$ cat src/rtl/ilk_cell_pkg.sv
package ilk_cell_pkg;

    typedef enum logic [1:0] {
        ST_HEALTHY = 2'b00,
        ST_TRIPPED = 2'b01,
        ST_OFF     = 2'b10
    } chan_state_e;

endpackage

$ cat src/rtl/ilk_sync.sv
module ilk_sync #(
    parameter int unsigned    W       = 19,
    parameter logic [W-1:0]   RST_VAL = '1
) (
    input  logic         clk,
    input  logic         rst_n,
    input  logic [W-1:0] async_i,
    output logic [W-1:0] sync_o
);

    typedef struct packed {
        logic [W-1:0] stage1;
        logic [W-1:0] stage2;
    } sync_t;

    sync_t s_d, s_q;

    always_comb begin
        s_d        = s_q;
        s_d.stage1 = async_i;
        s_d.stage2 = s_q.stage1;
    end

    always_ff @(posedge clk or negedge rst_n) begin
        if (!rst_n) begin
            s_q <= '{stage1: RST_VAL, stage2: RST_VAL};
        end else begin
            s_q <= s_d;
        end
    end

    assign sync_o = s_q.stage2;

endmodule

$ cat src/rtl/ilk_trip_bank.sv
module ilk_trip_bank #(
    parameter int unsigned W = 19
) (
    input  logic         clk,
    input  logic         rst_n,
    input  logic [W-1:0] ok_sync_i,
    input  logic [W-1:0] enable_i,
    input  logic         clear_i,
    input  logic         transparent_i,
    output logic [W-1:0] trip_o
);

    logic [W-1:0] trip_d, trip_q;

    // One latch per channel: a low input sets it; it holds unless a clear
    // or transparent mode lets a healthy input release it.
    for (genvar k = 0; k < W; k++) begin : g_chan
        logic hold;
        always_comb begin
            hold      = trip_q[k] & ~clear_i & ~transparent_i;
            trip_d[k] = enable_i[k] & (~ok_sync_i[k] | hold);
        end
    end

    always_ff @(posedge clk or negedge rst_n) begin
        if (!rst_n) begin
            trip_q <= '0;
        end else begin
            trip_q <= trip_d;
        end
    end

    assign trip_o = trip_q;

endmodule

$ cat src/rtl/ilk_out_stage.sv
module ilk_out_stage
    import ilk_cell_pkg::*;
#(
    parameter int unsigned W = 19
) (
    input  logic           clk,
    input  logic           rst_n,
    input  logic [W-1:0]   trip_i,
    input  logic [W-1:0]   enable_i,
    input  logic [W-1:0]   lv_group_i,
    input  logic [W-1:0]   link_group_i,
    output logic           hv_ok_o,
    output logic           lv_ok_o,
    output logic           link_ok_o,
    output logic [2*W-1:0] status_o
);

    typedef struct packed {
        logic           hv;
        logic           lv;
        logic           link;
        logic [2*W-1:0] status;
    } out_t;

    out_t o_d, o_q;
    logic [W-1:0] live_trip;

    always_comb begin
        o_d       = o_q;
        live_trip = trip_i & enable_i;
        o_d.hv    = ~|live_trip;
        o_d.lv    = ~|(live_trip & lv_group_i);
        o_d.link  = ~|(live_trip & link_group_i);
        for (int k = 0; k < W; k++) begin
            if (!enable_i[k]) begin
                o_d.status[2*k +: 2] = ST_OFF;
            end else if (trip_i[k]) begin
                o_d.status[2*k +: 2] = ST_TRIPPED;
            end else begin
                o_d.status[2*k +: 2] = ST_HEALTHY;
            end
        end
    end

    always_ff @(posedge clk or negedge rst_n) begin
        if (!rst_n) begin
            o_q <= '{hv: 1'b0, lv: 1'b0, link: 1'b0, status: '0};
        end else begin
            o_q <= o_d;
        end
    end

    assign hv_ok_o   = o_q.hv;
    assign lv_ok_o   = o_q.lv;
    assign link_ok_o = o_q.link;
    assign status_o  = o_q.status;

endmodule

$ cat src/rtl/ilk_matrix_cell.sv
module ilk_matrix_cell #(
    parameter int unsigned N_MOD = 7,
    parameter int unsigned N_STN = 7
) (
    input  logic                              clk,
    input  logic                              rst_n,
    input  logic [N_MOD-1:0]                  mod_temp_ok_i,
    input  logic                              hot_flag_ok_i,
    input  logic                              opto_temp_ok_i,
    input  logic [N_STN-1:0]                  stn_temp_ok_i,
    input  logic                              safety_ok_i,
    input  logic                              laser_ok_i,
    input  logic                              panel_ok_i,
    input  logic [N_MOD-1:0]                  mod_disable_i,
    input  logic                              stn_disable_i,
    input  logic                              transparent_i,
    input  logic                              clear_i,
    output logic                              hv_ok_o,
    output logic                              lv_ok_o,
    output logic                              link_ok_o,
    output logic [2*(N_MOD+N_STN+5)-1:0]      chan_status_o
);

    localparam int unsigned IDX_HOT   = N_MOD;
    localparam int unsigned IDX_OPTO  = N_MOD + 1;
    localparam int unsigned IDX_STN   = N_MOD + 2;
    localparam int unsigned IDX_SAFE  = IDX_STN + N_STN;
    localparam int unsigned IDX_LASER = IDX_SAFE + 1;
    localparam int unsigned IDX_PANEL = IDX_SAFE + 2;
    localparam int unsigned N_CH      = IDX_SAFE + 3;

    function automatic logic [N_CH-1:0] lv_members();
        logic [N_CH-1:0] m;
        m = '0;
        for (int k = 0; k <= int'(IDX_SAFE); k++) m[k] = 1'b1;
        return m;
    endfunction

    function automatic logic [N_CH-1:0] link_members();
        logic [N_CH-1:0] m;
        m = '0;
        m[IDX_OPTO]  = 1'b1;
        m[IDX_LASER] = 1'b1;
        m[IDX_PANEL] = 1'b1;
        return m;
    endfunction

    localparam logic [N_CH-1:0] LV_GRP   = lv_members();
    localparam logic [N_CH-1:0] LINK_GRP = link_members();

    logic [N_CH-1:0] ok_raw;
    logic [N_CH-1:0] ok_sync;
    logic [N_CH-1:0] chan_en;
    logic [N_CH-1:0] trip_q;

    assign ok_raw  = {panel_ok_i, laser_ok_i, safety_ok_i, stn_temp_ok_i,
                      opto_temp_ok_i, hot_flag_ok_i, mod_temp_ok_i};
    assign chan_en = {3'b111, {N_STN{~stn_disable_i}}, 2'b11, ~mod_disable_i};

    ilk_sync #(
        .W       (N_CH),
        .RST_VAL ({N_CH{1'b1}})
    ) i_sync (
        .clk     (clk),
        .rst_n   (rst_n),
        .async_i (ok_raw),
        .sync_o  (ok_sync)
    );

    ilk_trip_bank #(
        .W (N_CH)
    ) i_trip (
        .clk           (clk),
        .rst_n         (rst_n),
        .ok_sync_i     (ok_sync),
        .enable_i      (chan_en),
        .clear_i       (clear_i),
        .transparent_i (transparent_i),
        .trip_o        (trip_q)
    );

    ilk_out_stage #(
        .W (N_CH)
    ) i_out (
        .clk          (clk),
        .rst_n        (rst_n),
        .trip_i       (trip_q),
        .enable_i     (chan_en),
        .lv_group_i   (LV_GRP),
        .link_group_i (LINK_GRP),
        .hv_ok_o      (hv_ok_o),
        .lv_ok_o      (lv_ok_o),
        .link_ok_o    (link_ok_o),
        .status_o     (chan_status_o)
    );

endmodule


$ cat config.mk
export PLATFORM = sky130hd
export DESIGN_NAME = ilk_matrix_cell
export DESIGN_NICKNAME = d
export VERILOG_FILES = /design/src/rtl/ilk_cell_pkg.sv /design/src/rtl/ilk_sync.sv /design/src/rtl/ilk_trip_bank.sv /design/src/rtl/ilk_out_stage.sv /design/src/rtl/ilk_matrix_cell.sv
export SDC_FILE = /design/constraint.sdc
export NUM_CORES = 1
export LEC_CHECK = 0
export ABC_AREA = 1
export BUFFER_PORTS_ARGS = -buffer_cell sky130_fd_sc_hd__buf_2
export CELL_PAD_IN_SITES_DETAIL_PLACEMENT = 0
export CELL_PAD_IN_SITES_GLOBAL_PLACEMENT = 1
export CORE_MARGIN = 4
export CORE_UTILIZATION = 44
export DETAILED_ROUTE_END_ITERATION = 16
export MAX_ROUTING_LAYER = met4
export PLACE_DENSITY = 0.79
export SYNTH_ARGS = -nofsm -noshare
export SYNTH_HDL_FRONTEND = slang
export SYNTH_SLANG_ARGS = --single-unit
$ cat constraint.sdc
create_clock -name clk -period 1.3 [get_ports clk]
set_input_delay 0.13 -clock clk [delete_from_list [all_inputs] [get_ports clk]]
set_output_delay 0.13 -clock clk [all_outputs]
set_load 0.05 [all_outputs]
=== Yosys cells after proc, flatten, opt, wreduce, memory -nomap -nowiden ===
Cells that the tools add are included.

* Flip-flop bits (word level): 97
* Logic and storage cells: 141

* Mux-type cells: 33
* Bitwise gates (word level): 95
* Reduce and logical (&&, ||, !) cells: 6

{| class="wikitable"
|+ Operators with widths
! kind !! number
|-
| AND 1 bit || 52
|-
| two-way mux 2 bit || 14
|-
| inverter 1 bit || 22
|-
| AND 19 bit || 1
|-
| two-way mux 1 bit || 19
|-
| OR 1 bit || 19
|-
| OR reduction 19 bit || 1
|-
| OR reduction 17 bit || 1
|-
| inverter 7 bit || 1
|-
| zero test 1 bit || 3
|-
| OR reduction 3 bit || 1
|}

=== Logic depth before layout (Yosys ltp) ===
* Word-level depth: 5
* Gate-level depth with buffers: 7
* Depth with buffers taken out: 6

=== Hierarchy ===
A second synthesis with hierarchy kept.

* Cell total of the unflattened synthesis: 313
* Area total of the unflattened synthesis: 3,422.0 um^2

{| class="wikitable"
|+ By module, submodules not included
! module !! instances !! cells an instance !! area each (um^2)
|-
| ilk_out_stage || 1 || 187 || 1,642.8
|-
| ilk_sync || 1 || 38 || 998.5
|-
| ilk_trip_bank || 1 || 78 || 743.2
|-
| ilk_matrix_cell || 1 || 10 || 37.5
|}

=== Worst setup path after synthesis ===
OpenSTA, ideal clock, no wires.

* Path kind: register to output
* Start: register i_out.status_o[31] (netlist name)
* End: output chan_status_o[21]
* Data arrival time: 0.978 ns
* Slack: 0.192 ns
* Stages on the path, launching flop included: 2
* Path buffers: 1
* Cells stage by stage: dfrtp_1 > buf_4

{| class="wikitable"
|+ RTL lines
! item !! line !! source
|-
| end, declared || ilk_matrix_cell.sv:21 || <nowiki>output logic [2*(N_MOD+N_STN+5)-1:0] chan_status_o</nowiki>
|}

==> impl_metrics.env <==
export IMPL_crit_fanout=7
export IMPL_cap_violations=0
export IMPL_rr_worst_depth=5
export IMPL_clkTransAtPathRegs_ns=0.08
export IMPL_grt_ovfl_total=0
export IMPL_crit_arrival_ns=1.03
export IMPL_antenna_found_initial=0
export IMPL_place_congestion=0.667
export IMPL_via_per_inst=4.29
export IMPL_slowest_stage="dfrtp_1"
export IMPL_start_kind="flop"
export IMPL_cts_buffers=9
export IMPL_slew_violations=0
export IMPL_placementRows=28
export IMPL_drt_pass1_iterations=4
export IMPL_post_route_util=0.599
export IMPL_grt_pass1_wl_um=7310
export IMPL_ant_nets=0
export IMPL_synthTopCellsByCount="dfrtp_1, dfstp_2, inv_1"
export IMPL_clkLatencyLatePin_ns=0.34
export IMPL_synth_cell_types=19
export IMPL_worstPathCellList="buf_2"
export IMPL_routed_wl_um=4390
export IMPL_synth_area_um2=2750
export IMPL_max_vdd_ir_drop_v=0.000945
export IMPL_cts_tree="yes"
export IMPL_max_freq_mhz=860
export IMPL_drive_gt1_frac=0.477
export IMPL_cts_resized=0
export IMPL_yosys_area_top_type_share=0.446
export IMPL_ys_warn_count=0
export IMPL_ys_ff_latch=87
export IMPL_start_util=0.459
export IMPL_fin_tns_setup_ns=0
export IMPL_crit_family="flip-flops"
export IMPL_synth_cells=183
export IMPL_hold_depth=4
export IMPL_rsz0062_at_grt="false"
export IMPL_power_leakage_nw=1.85
export IMPL_grtUsageTotal=0.136
export IMPL_status="complete, no violations"
export IMPL_yosysSeqAreaShare=0.810
export IMPL_die_w_um=87.0
export IMPL_worst_path_stages=1
export IMPL_period_share=0.894
export IMPL_post_cts_buffers=0
export IMPL_synth_edf_count=0
export IMPL_die_area_um2=7570
export IMPL_yosys_area_top_type="dfrtp_1"
export IMPL_ff_latch_area_um2=2220
export IMPL_cts_hold_buf=27
export IMPL_path_buf_inv=1
export IMPL_maxSlewHeadroom=0.654
export IMPL_nNetsFinal=311
export IMPL_cts_sinks=87
export IMPL_avgSynthCellArea_um2=15.0
export IMPL_clockRootBuffer="clkbuf_8"
export IMPL_cts_htree_levels=3
export IMPL_setup_violations=0
export IMPL_grt_max_degree=31
export IMPL_io_pins=72
export IMPL_synthTopCellsByArea="dfrtp_1, dfstp_2, inv_1"
export IMPL_die_h_um=87.0
export IMPL_crit_required_ns=1.17
export IMPL_multi_input_area_um2=330
export IMPL_hold_class="primary input to flop"
export IMPL_endpoint_kind="primary output"
export IMPL_drtIter0Drc=91
export IMPL_cts_buffer_depth=2
export IMPL_finalClockSkew_ns=0.00798
export IMPL_grt_pass1_vias=1530
export IMPL_async_flop_share=1.00
export IMPL_area_growth_pct=30.7
export IMPL_core_um2=5990
export IMPL_filler_cell_count=467
export IMPL_hpwl_um=2960
export IMPL_tightest_slew_ns=0.519
export IMPL_path_class="flop to primary output"
export IMPL_vias=1543
export IMPL_diodes=0
export IMPL_cpPeakStageDelay_ns=0.41
export IMPL_period_needed_ns=1.16
export IMPL_power_density_nw_per_um2=1470
export IMPL_route_detailed_drc=0
export IMPL_yosys_cell_count_top_type="dfrtp_1"
export IMPL_synthFlopType="dfrtp_1"
export IMPL_portBuffers=66
export IMPL_final_hold_viol_count=0
export IMPL_wl_per_cell_um=12.2
path summary, 6_finish.rpt:
path / startpoint / to / slack [ns]
worst max-delay path: i_out.status_o[31] / chan_status_o[29] / 0.14
worst max register to register: i_trip.trip_o[4] / i_out.hv_ok_o / 0.37
min in group asynchronous: rst_n / i_out.status_o[11] / 0.26
worst min register to register: i_sync.s_d[9] / i_sync.sync_o[9] / 0.35
worst min-delay path: clear_i / i_trip.trip_o[8] / 0.04
max in group asynchronous: rst_n / i_sync.s_d[9] / 0.49
flip-flops by register name, summed over array words and instances, names as in the netlist:
signal / flops
i_out.status_o: 27
i_sync.s_d: 19
i_sync.sync_o: 19
i_trip.trip_o: 19
i_out.hv_ok_o: 1
i_out.link_ok_o: 1
i_out.lv_ok_o: 1
power by group:
group / total (W) / switching, W / internal, W
sequential: 0.00294 / 0.0000485 / 0.00289
combinational: 0.000588 / 0.000408 / 0.000180
clock: 0.00176 / 0.000869 / 0.000889
cells in the final DEF, fill, tap and decap left out, types with 4 or more instances in the layout:
cell type and count:
o22ai_1 13, dfrtp_1 49, buf_2 65, o21ai_0 5, nand2_4 5, nand2_1 13, nand2_2 4, dlygate4sd3_1 27
inv_1 24, clkbuf_8 9, nor2_1 7, dfstp_2 38, conb_1 5
per-stage QoR:
| stage | setup WS, ns | std cells | hold WS, ns | cell area (um2) | power (W) |
|---|---|---|---|---|---|
| floorplan | 0.192 | 187 | -0.166 | 2760 | 0.00335 |
| global placement | 0.334 | 317 | 0.0842 | 3130 | 0.00351 |
| detailed placement | 0.308 | 317 | 0.0869 | 3130 | 0.00352 |
| CTS | 0.107 | 360 | 0.0227 | 3590 | 0.00536 |
| global route | 0.0646 | 360 | 0.0249 | 3590 | 0.00556 |
| finish | 0.138 | 360 | 0.0391 | 3590 | 0.00529 |
per-layer routing:
metal	vias up	GRT usage	wire [um]
li1	747	-	-
met3	7	0.0482	322
met2	50	0.201	2160
met5	-	-	0
met1	739	0.165	1830
met4	0	0.0680	84
worst reg2reg max path, stage by stage, from the launching register on:
cell and delay, ns:
dfrtp_1 0.38, nand2_1 0.12, nand2_2 0.07, nor2_2 0.11, nand3_2 0.09, nor2_1 0.11
cell type report:
class | instances | share of cell area
clock buffer | 11 | 0.0366
clock inverter | 5 | 0.0164
inverter | 27 | 0.0303
multi-input combinational | 60 | 0.0920
sequential | 87 | 0.620
tap | 75 | 0.0261
timing repair buffer | 95 | 0.179
logic make-up after synthesis:
group,count (synthesis),share of synthesized area
buffers and inverters,40,0.0756
AO/OA/AOI/OAI,18,0.0387
AND/OR/NAND/NOR,37,0.0747
other,1,0.00136
flip-flops,87,0.810
Note: power is estimated with default switching activity, not from simulation.
